==> src/rtl/syn_init_pkg.sv <==
package syn_init_pkg;

   localparam int STEP_BITS  = 24;
   localparam int STEP_COUNT = 6;

   // Step i sits at bits [i*24 +: 24]; step 0 goes out first.
   localparam logic [STEP_COUNT*STEP_BITS-1:0] DEFAULT_STEPS = {
      24'h0017C2,   // control register, counter reset released
      24'h248118,   // N divider
      24'h144191,   // R divider
      24'h0017C6,   // control register, counter reset held
      24'h000383,   // noise/spur mode selection
      24'h000003    // noise/spur register cleared (test modes off)
   };

   typedef enum logic [2:0] {
      PH_IDLE,
      PH_WAIT,
      PH_BIT_LO,
      PH_BIT_HI,
      PH_TAIL,
      PH_LATCH,
      PH_GAP
   } seq_phase_t;

endpackage

==> src/rtl/syn_init_tick.sv <==
module syn_init_tick #(
   parameter int HALF_CYCLES = 4
) (
   input  logic clk,
   input  logic rst,
   input  logic run,
   output logic tick
);

   if (HALF_CYCLES < 1) begin : g_bad_half
      $error("syn_init_tick: HALF_CYCLES must be at least 1");
   end

   if (HALF_CYCLES == 1) begin : g_every_cycle
      assign tick = run;
   end else begin : g_counted
      localparam int CW = $clog2(HALF_CYCLES);
      localparam logic [CW-1:0] LAST = CW'(HALF_CYCLES - 1);
      logic [CW-1:0] cnt;

      always_ff @(posedge clk) begin
         if (rst || !run) begin
            cnt <= '0;
         end else if (cnt == LAST) begin
            cnt <= '0;
         end else begin
            cnt <= cnt + CW'(1);
         end
      end

      assign tick = run && (cnt == LAST);

      assert_tick_idle_R5: assert property (@(posedge clk) disable iff (rst)
         !run |=> (cnt == '0));
   end

endmodule

==> src/rtl/syn_init_words.sv <==
module syn_init_words #(
   parameter int WORD_W    = 24,
   parameter int NUM_WORDS = 6,
   parameter int IW        = 3,
   parameter logic [NUM_WORDS*WORD_W-1:0] TABLE = '0
) (
   input  logic [IW-1:0]     idx,
   output logic [WORD_W-1:0] word
);

   logic [WORD_W-1:0] slot [NUM_WORDS];

   for (genvar g = 0; g < NUM_WORDS; g++) begin : g_slot
      assign slot[g] = TABLE[g*WORD_W +: WORD_W];
   end

   always_comb begin
      word = '0;
      for (int i = 0; i < NUM_WORDS; i++) begin
         if (int'(idx) == i) word = slot[i];
      end
   end

endmodule

==> src/rtl/syn_init_shift.sv <==
module syn_init_shift #(
   parameter int WORD_W = 24
) (
   input  logic              clk,
   input  logic              rst,
   input  logic              load,
   input  logic [WORD_W-1:0] load_word,
   input  logic              shift,
   output logic              msb_next,
   output logic              last
);

   localparam int BW = $clog2(WORD_W);

   if (WORD_W < 3) begin : g_bad_width
      $error("syn_init_shift: WORD_W must be at least 3");
   end

   logic [WORD_W-1:0] sreg;
   logic [BW-1:0]     bcnt;

   always_ff @(posedge clk) begin
      if (rst) begin
         sreg <= '0;
         bcnt <= '0;
      end else if (load) begin
         sreg <= load_word;
         bcnt <= BW'(WORD_W - 1);
      end else if (shift) begin
         sreg <= {sreg[WORD_W-2:0], 1'b0};
         bcnt <= bcnt - BW'(1);
      end
   end

   assign last = (bcnt == '0);

   always_comb begin
      if (load)       msb_next = load_word[WORD_W-1];
      else if (shift) msb_next = sreg[WORD_W-2];
      else            msb_next = sreg[WORD_W-1];
   end

   assert_no_shift_past_lsb_R3: assert property (@(posedge clk) disable iff (rst)
      shift |-> (bcnt != '0));

endmodule

==> src/rtl/syn_init_seq.sv <==
module syn_init_seq
   import syn_init_pkg::*;
#(
   parameter int WORD_W        = STEP_BITS,
   parameter int NUM_WORDS     = STEP_COUNT,
   parameter int HALF_CYCLES   = 4,
   parameter int STARTUP_TICKS = 1000,
   parameter logic [NUM_WORDS*WORD_W-1:0] WORD_TABLE = DEFAULT_STEPS
) (
   input  logic clk,
   input  logic rst,
   input  logic start,
   output logic ser_clk,
   output logic ser_data,
   output logic ser_le,
   output logic busy,
   output logic done
);

   localparam int IW = $clog2(NUM_WORDS + 1);
   localparam int DW = $clog2(STARTUP_TICKS + 1);
   localparam logic [IW-1:0] LAST_IDX  = IW'(NUM_WORDS - 1);
   localparam logic [DW-1:0] LAST_WAIT = DW'(STARTUP_TICKS - 1);

   if (NUM_WORDS < 1) begin : g_bad_count
      $error("syn_init_seq: NUM_WORDS must be at least 1");
   end
   if (STARTUP_TICKS < 1) begin : g_bad_startup
      $error("syn_init_seq: STARTUP_TICKS must be at least 1");
   end

   seq_phase_t        phase, phase_d;
   logic [IW-1:0]     widx, rom_idx;
   logic [DW-1:0]     wcnt;
   logic [WORD_W-1:0] rom_word;
   logic              tick, load, shift, msb_next, bit_last, final_word;

   syn_init_tick #(.HALF_CYCLES(HALF_CYCLES)) u_tick (
      .clk  (clk),
      .rst  (rst),
      .run  (phase != PH_IDLE),
      .tick (tick)
   );

   assign rom_idx = (phase == PH_GAP) ? widx + IW'(1) : widx;

   syn_init_words #(
      .WORD_W    (WORD_W),
      .NUM_WORDS (NUM_WORDS),
      .IW        (IW),
      .TABLE     (WORD_TABLE)
   ) u_words (
      .idx  (rom_idx),
      .word (rom_word)
   );

   syn_init_shift #(.WORD_W(WORD_W)) u_shift (
      .clk       (clk),
      .rst       (rst),
      .load      (load),
      .load_word (rom_word),
      .shift     (shift),
      .msb_next  (msb_next),
      .last      (bit_last)
   );

   assign final_word = (widx == LAST_IDX);

   always_comb begin
      phase_d = phase;
      load    = 1'b0;
      shift   = 1'b0;
      case (phase)
         PH_IDLE:   if (start) phase_d = PH_WAIT;
         PH_WAIT:   if (tick && wcnt == LAST_WAIT) begin
                       phase_d = PH_BIT_LO;
                       load    = 1'b1;
                    end
         PH_BIT_LO: if (tick) phase_d = PH_BIT_HI;
         PH_BIT_HI: if (tick) begin
                       if (bit_last) begin
                          phase_d = PH_TAIL;
                       end else begin
                          phase_d = PH_BIT_LO;
                          shift   = 1'b1;
                       end
                    end
         PH_TAIL:   if (tick) phase_d = PH_LATCH;
         PH_LATCH:  if (tick) phase_d = PH_GAP;
         PH_GAP:    if (tick) begin
                       if (final_word) begin
                          phase_d = PH_IDLE;
                       end else begin
                          phase_d = PH_BIT_LO;
                          load    = 1'b1;
                       end
                    end
         default:   phase_d = PH_IDLE;
      endcase
   end

   always_ff @(posedge clk) begin
      if (rst) begin
         phase    <= PH_IDLE;
         widx     <= '0;
         wcnt     <= '0;
         busy     <= 1'b0;
         done     <= 1'b0;
         ser_clk  <= 1'b1;
         ser_le   <= 1'b1;
         ser_data <= 1'b0;
      end else begin
         phase <= phase_d;
         done  <= (phase == PH_GAP) && tick && final_word;

         if (phase == PH_IDLE) begin
            widx <= '0;
            wcnt <= '0;
         end else begin
            if (phase == PH_WAIT && tick) wcnt <= wcnt + DW'(1);
            if (phase == PH_GAP && tick && !final_word) widx <= widx + IW'(1);
         end

         busy     <= (phase_d != PH_IDLE);
         ser_clk  <= !(phase_d inside {PH_BIT_LO, PH_TAIL, PH_LATCH, PH_GAP});
         ser_le   <= (phase_d inside {PH_IDLE, PH_WAIT, PH_LATCH});
         ser_data <= (phase_d inside {PH_BIT_LO, PH_BIT_HI}) && msb_next;
      end
   end

   assert_idle_lines_R10: assert property (@(posedge clk) disable iff (rst)
      !busy |-> (ser_clk && ser_le && !ser_data));

   assert_busy_from_start_R2: assert property (@(posedge clk) disable iff (rst)
      $rose(busy) |-> $past(start));

   assert_data_hold_R3: assert property (@(posedge clk) disable iff (rst)
      (busy && $past(busy) && ser_clk && $past(ser_clk)) |-> $stable(ser_data));

   assert_le_low_on_rise_R4: assert property (@(posedge clk) disable iff (rst)
      (busy && $rose(ser_clk)) |-> !ser_le);

   assert_latch_clk_low_R4: assert property (@(posedge clk) disable iff (rst)
      (busy && $rose(ser_le)) |-> !ser_clk);

   assert_done_at_busy_fall_R9: assert property (@(posedge clk) disable iff (rst)
      done |-> (!busy && $past(busy)));

   assert_done_single_R9: assert property (@(posedge clk) disable iff (rst)
      done |=> !done);

endmodule

==> config.mk <==
export PLATFORM = sky130hd
export DESIGN_NAME = syn_init_seq
export DESIGN_NICKNAME = d
export VERILOG_FILES = /design/src/rtl/syn_init_pkg.sv /design/src/rtl/syn_init_tick.sv /design/src/rtl/syn_init_words.sv /design/src/rtl/syn_init_shift.sv /design/src/rtl/syn_init_seq.sv
export SDC_FILE = /design/constraint.sdc
export NUM_CORES = 1
export LEC_CHECK = 0
export ABC_AREA = 1
export ABC_CLOCK_PERIOD_IN_PS = 2000
export BUFFER_PORTS_ARGS = -buffer_cell sky130_fd_sc_hd__buf_4
export CAP_MARGIN = 25
export CELL_PAD_IN_SITES_DETAIL_PLACEMENT = 1
export CELL_PAD_IN_SITES_GLOBAL_PLACEMENT = 2
export CORE_MARGIN = 5
export CORE_UTILIZATION = 35
export CTS_CLUSTER_DIAMETER = 30
export DETAILED_ROUTE_END_ITERATION = 6
export PLACE_DENSITY_LB_ADDON = 0.1
export SYNTH_ARGS = -nofsm -noshare
export SYNTH_HDL_FRONTEND = slang
export SYNTH_SLANG_ARGS = --single-unit
==> constraint.sdc <==
create_clock -name clk -period 2 [get_ports clk]
set_input_delay 0.4 -clock clk [delete_from_list [all_inputs] [get_ports clk]]
set_output_delay 0.4 -clock clk [all_outputs]
set_load 0.005 [all_outputs]
* Yosys cells after proc, flatten, opt, wreduce, memory -nomap -nowiden
Cells that the tools add are included.
Widths: inputs -> output; s select.
** Storage, ports and cells
- Input bits :: 3
- Register bits :: 52
- Logic and storage cells :: 90
- Output and inout port bits :: 5
** Cells by class
- Add/subtract/negate cells :: 4
- Equality and inequality tests :: 20
- Reduce and logical (&&, ||, !) cells :: 24
- Multiplexer cells :: 30
** Operators with widths (count)
- $mux 24 :: 2
- $mux 22 :: 2
- $eq 3x3->1 const B :: 11
- $mux 3 :: 9
- $mux 21 :: 1
- $pmux 3 s7 :: 1
- $eq 3x2->1 const B :: 5
- $mux 13 :: 1
- $add 10x1->10 const B :: 1
- $eq 10x10->1 const B :: 1
- $mux 10 :: 1
- $mux 5 :: 2
- $logic_not 3->1 :: 3
- $reduce_bool 3->1 :: 3
- $mux 1 :: 8
- $logic_and 1x1->1 :: 7
- $eq 3x1->1 const B :: 2
- $reduce_or 2->1 :: 3
- $logic_not 5->1 :: 1
- $sub 5x1->5 const B :: 1
- $mux 2 :: 2
- $reduce_bool 2->1 :: 2
- $reduce_bool 4->1 :: 1
- $add 3x1->3 const B :: 1
- other kinds (5) :: 7

* Logic depth before layout (Yosys ltp)
- Depth in word-level cells :: 10
- Mapped depth :: 12
- Depth with buffers taken out :: 12

* Modules after synthesis
A second synthesis with hierarchy kept.
** Second synthesis, totals
- Cells, all modules :: 441
- Area, all modules :: 2905.3 um^2
** Modules (own cells, without submodules)
- syn_init_shift :: instances 1, cells each 217, area an instance 1426.4 um^2, sequential area each 580.6 um^2
- syn_init_seq :: instances 1, cells each 178, area an instance 1196.1 um^2, sequential area each 420.4 um^2
- syn_init_words :: instances 1, cells each 35, area an instance 193.9 um^2, sequential area each 0.0 um^2
- syn_init_tick :: instances 1, cells each 11, area an instance 88.8 um^2, sequential area each 40.0 um^2

* Worst setup path before layout
Ideal clock, no wire load.
- Path kind :: reg2reg
- From :: register u_tick.g_counted.cnt[0]
- To :: register u_shift.sreg[2]
- Data arrival time :: 1.478 ns
- Library setup time :: 0.109 ns
- Clock period less this slack :: 1.587 ns
- Required time :: 1.891 ns
- Buffers on the path :: 1
- Stages on the path, launching flop included :: 12
- Setup slack :: 0.413 ns
- Path through :: dfxtp_1 ha_1 nand2_2 nor2_8 inv_2 nor2_2 nor2_4 buf_6 nand2_1 nand3_1 nand2_1 inv_1
** Between the ends
- Cells in the longest elaborated chain, start to end :: 6
** RTL lines
- start: declaration :: RTL line syn_init_tick.sv:19 : logic [CW-1:0] cnt;
- start signal: assignment :: RTL line syn_init_tick.sv:27 : cnt <= cnt + CW'(1);
- $eq 2x2->1 (*) :: RTL line syn_init_tick.sv:31 : assign tick = run && (cnt == LAST);
- $logic_and 1x1->1 (*) :: RTL line syn_init_tick.sv:31
- $logic_and 1x1->1 :: RTL line syn_init_seq.sv:75 : PH_WAIT: if (tick && wcnt == LAST_WAIT) begin
- $mux 1 :: RTL line syn_init_seq.sv:75
- $pmux 1 s2 :: RTL line syn_init_seq.sv:73 : case (phase)
- $mux 24 or $reduce_bool 2->1 (tied branches)
- end signal: assignment :: RTL line syn_init_shift.sv:27 : sreg <= load_word;
- end signal: assignment :: RTL line syn_init_shift.sv:30 : sreg <= {sreg[WORD_W-2:0], 1'b0};
- end: declaration :: RTL line syn_init_shift.sv:19 : logic [WORD_W-1:0] sreg;
Every way passes the cells marked *; elsewhere a longest branch is shown, timed or not.
A chain may end at the register's enable or synchronous reset.

* Worst setup path after layout
- From :: register phase[0]
- To :: register u_shift.sreg[12]
** Between the ends
- Cells in the longest elaborated chain, start to end :: 8
** RTL lines
- start: declaration :: RTL line syn_init_seq.sv:32 : seq_phase_t phase, phase_d;
- start signal: assignment :: RTL line syn_init_seq.sv:113 : phase <= phase_d;
- $eq 3x3->1 :: RTL line syn_init_seq.sv:45, syn_init_seq.sv:73
- $mux 3 :: RTL line syn_init_seq.sv:45 : assign rom_idx = (phase == PH_GAP) ? widx + IW'(1) : widx;
- $eq 3x3->1 :: RTL line syn_init_words.sv:20 : if (int'(idx) == i) word = slot[i];
- $mux 13 :: RTL line syn_init_words.sv:20
- $mux 21 :: RTL line syn_init_words.sv:20
- $mux 22 (2 in series) :: RTL line syn_init_words.sv:20
- $mux 24 :: RTL line syn_init_shift.sv:26 : end else if (load) begin
Several ways; a longest one is shown, not always the timed one.

==> metrics.csv <==
metric,value,unit
status,"finished, final reports clean",
total gr overflow,0,
P_sw,397.3,uW
Final Max Slew Viols,0,
Max Clock Freq,549.0,MHz
Worst Min Path Start,rst,
Seq cells post-synth,52,
min Tclk post-route,1.821,ns
initial antenna violation count,0,
"area leader, netlist",dfxtp_1,
global-route wire length before repair,11250,um
Critical Path End Type,flop,
"Net count, final",398,
Yosys warnings,0,
I/O pin cnt,8,
"Arr. time, crit path",2.08,ns
CP Launch Type,flop,
area grow syn2layout,13.77,%
area occupied by multi-input gates,1319,um^2
Reg area,1041,um^2
DIE HEIGHT,96.02,um
HPWL after detailed placement,4956,um
largest net degree at the start of global routing,17,
ANT nets after route,0,
Tightest Pin Transition,0.4040,ns
Synth Area per Inst,7.019,um^2
"commonest non-fill, non-tap cell in the layout",nand2_1,
Wirelength per Cell,13.39,um
GP Congestion,0.7725,
CTS buffer count,5,
Starting Density,35.90,%
latest clock arrival within the worst-skew pair,0.31,ns
Final Hold Fails,0,
WS Path Type,reg2reg,
Worst-path clk slew,0.10,ns
crit path max fanout,12,
FILL cells,976,
Int Pwr,1.464,mW
number of global-route vias before repair,2309,
clock network fraction of total power,41.4,%
mapped cell area,2590,um^2
Clock Path Buffers,2,
Worst Hold Depth,2,
# setup viols final,0,
Post-Layout Cell Count,489,
HP Class,in2reg,
post-synthesis sequential area ratio,40.19,%
total number of vias,2332,
Std-Cell Rows,31,
Global Route Usage Sum,15.74,%
Final Cell Area,2947,um^2
CTS sink count,52,
CTS tree,done,
# H-tree levels,2,
final clock skew,0.01385,ns
DRT Pass-1 Iters,4,
switch share,21.34,%
Root Driver,clkbuf_8,
number of DRC markers in iteration 0,79,
critical path required time,2.26,ns
Max transition margin,72.78,%
max_cap viols,0,
"slowest stage delay, CP",0.51,ns
Combinational Power Share,2.5,%
most frequent cells in the layout,"92 x nand2_1, 52 x dfxtp_1, 41 x inv_1, 40 x nor2_1, 33 x o21ai_0",
worst flop-to-flop path startpoint,phase[0],
R2R setup slack,0.18,ns
Synth top area share,40.19,%
diodes inserted,0,
# DRC,0,
Routed WL,6546,um
placed insts,477,
FF-to-FF End,u_shift.sreg[12],
final worst path period share,91.07,%
Port Buffers,7,
Die W,96.02,um
Total Power,1.862,mW
TNS Setup,0,ns
Via density,4.769,
worst vdd rail ir drop,0.2635,mV
crit path cell chain,nand2_2 -> nor2_8 -> nand4_4 -> nand2_2 -> nand3_1 -> nand3_1 -> nand2_1 -> inv_1,
Yosys cell types,35,
Static Leak,1.279,nW
power density cells,631.8,nW/um^2
share of cells above drive strength 1,13.33,%
Worst Reg2Reg Path Length in Cells,8,
Placeable Area,7214,um^2
top post-synthesis cells by area,"dfxtp_1 40%, nand2_1 13%, o21ai_0 6.6%",
placed cell areas,2788,um^2
hold endpoint,u_shift.bcnt[2],
"Net Count, Synth",378,
Die ar.,9220,um^2
Cells after Synth,369,
power share of the sequential group,56.1,%
CP max-delay cell,dfxtp_1,
-- routing by layer --
metal  global-route usage, %  part of all wire (%)
met5                       0                     0
met4                   5.332                   1.5
met3                   2.658                   1.8
met2                   25.13                    45
met1                   21.37                    52
-- power groups by stage --
stage	sequential [mW]	clock (mW)	combinational, mW
2_1_floorplan	1.06	0	0.0281
3_3_place_gp	1.07	0	0.0475
3_5_place_dp	1.07	0	0.0472
4_1_cts	1.04	0.814	0.0472
5_1_grt	1.05	0.837	0.0528
6_report	1.04	0.772	0.0463
-- registers in the layout (all words and copies together), names as in the netlist --
register              flops
u_tick.g_counted.cnt      2
wcnt                     10
u_shift.bcnt              5
busy                      1
ser_data                  1
phase                     3
ser_le                    1
widx                      3
ser_clk                   1
u_shift.sreg             24
done                      1
-- stage by stage --
stage          utilization [%]  worst slack, ns  hold slack [ns]
2_1_floorplan                -           0.4130           0.4084
3_3_place_gp             38.64           0.1343           0.4189
3_5_place_dp             38.64           0.1285           0.4236
4_1_cts                  40.32           0.1184           0.3033
5_1_grt                  40.84         -0.02096           0.3093
6_report                 40.84           0.1785           0.3102
-- Yosys cell counts --
cell type  instances
nand3_1           24
dfxtp_1           52
nor2_1            40
xor2_1             3
inv_2              6
a21oi_1           22
nand3_2            1
a31oi_1            1
nand2_2            5
xnor2_1            1
buf_4              3
nor2_4             1
a211oi_1           1
inv_1             41
clkbuf_1           3
nand2_1           92
and3_1             1
buf_2              1
nand3b_1           2
nor2_2             3
nand4_1            4
nand2_4            2
nor4_1             1
buf_6              2
a41oi_1            1
o21ai_2            1
o21ai_0           34
or2_0              1
nor2_8             1
nand4_4            1
ha_1               6
o211ai_1           3
o21ai_1            4
nor3_1             4
nand3_4            1
-- final cells by class --
class | instances | share of cell area, %
Timing Repair Buffer | 22 | 5.605
Inverter | 47 | 5.987
Sequential cell | 52 | 35.33
Clock inverter | 2 | 1.316
Tap cell | 99 | 4.204
Clock buffer | 6 | 2.803
Multi-Input combinational cell | 261 | 44.76
-- cells by family after synthesis --
| group | synth area share (%) |
|---|---|
| AND/OR/NAND/NOR | 32.71 |
| AO/OA/AOI/OAI | 13.67 |
| buffers and inverters | 9.178 |
| flip-flops | 40.19 |
| adder cells (fa/ha/maj) | 2.898 |
| XOR/XNOR | 1.353 |
-- timing repair --
action / CTS / global route
setup buffers: 0 / 4
resized for setup: 0 / 2
hold buffers: 0 / 0
setup endpoints to repair: 0 / 10
-- worst max path at each step --
stage	from	endpoint	slack [ns]	cells after the start
finish	phase[0]	u_shift.sreg[12]	0.18	8
global route	phase[0]	ser_data	-0.02	10
CTS	phase[0]	ser_data	0.12	10
detailed placement	phase[0]	ser_data	0.13	10
global placement	u_tick.g_counted.cnt[0]	u_shift.sreg[3]	0.13	9
floorplan	u_tick.g_counted.cnt[0]	u_shift.sreg[2]	0.41	11
-- worst max-delay path, delay by kind of cell (launching register included) --
kind	cells	cell delay (ns)
buf+inv	1	0.04
flops	1	0.51
simple gates	7	1.22
Power figures use the tool's default switching activity.
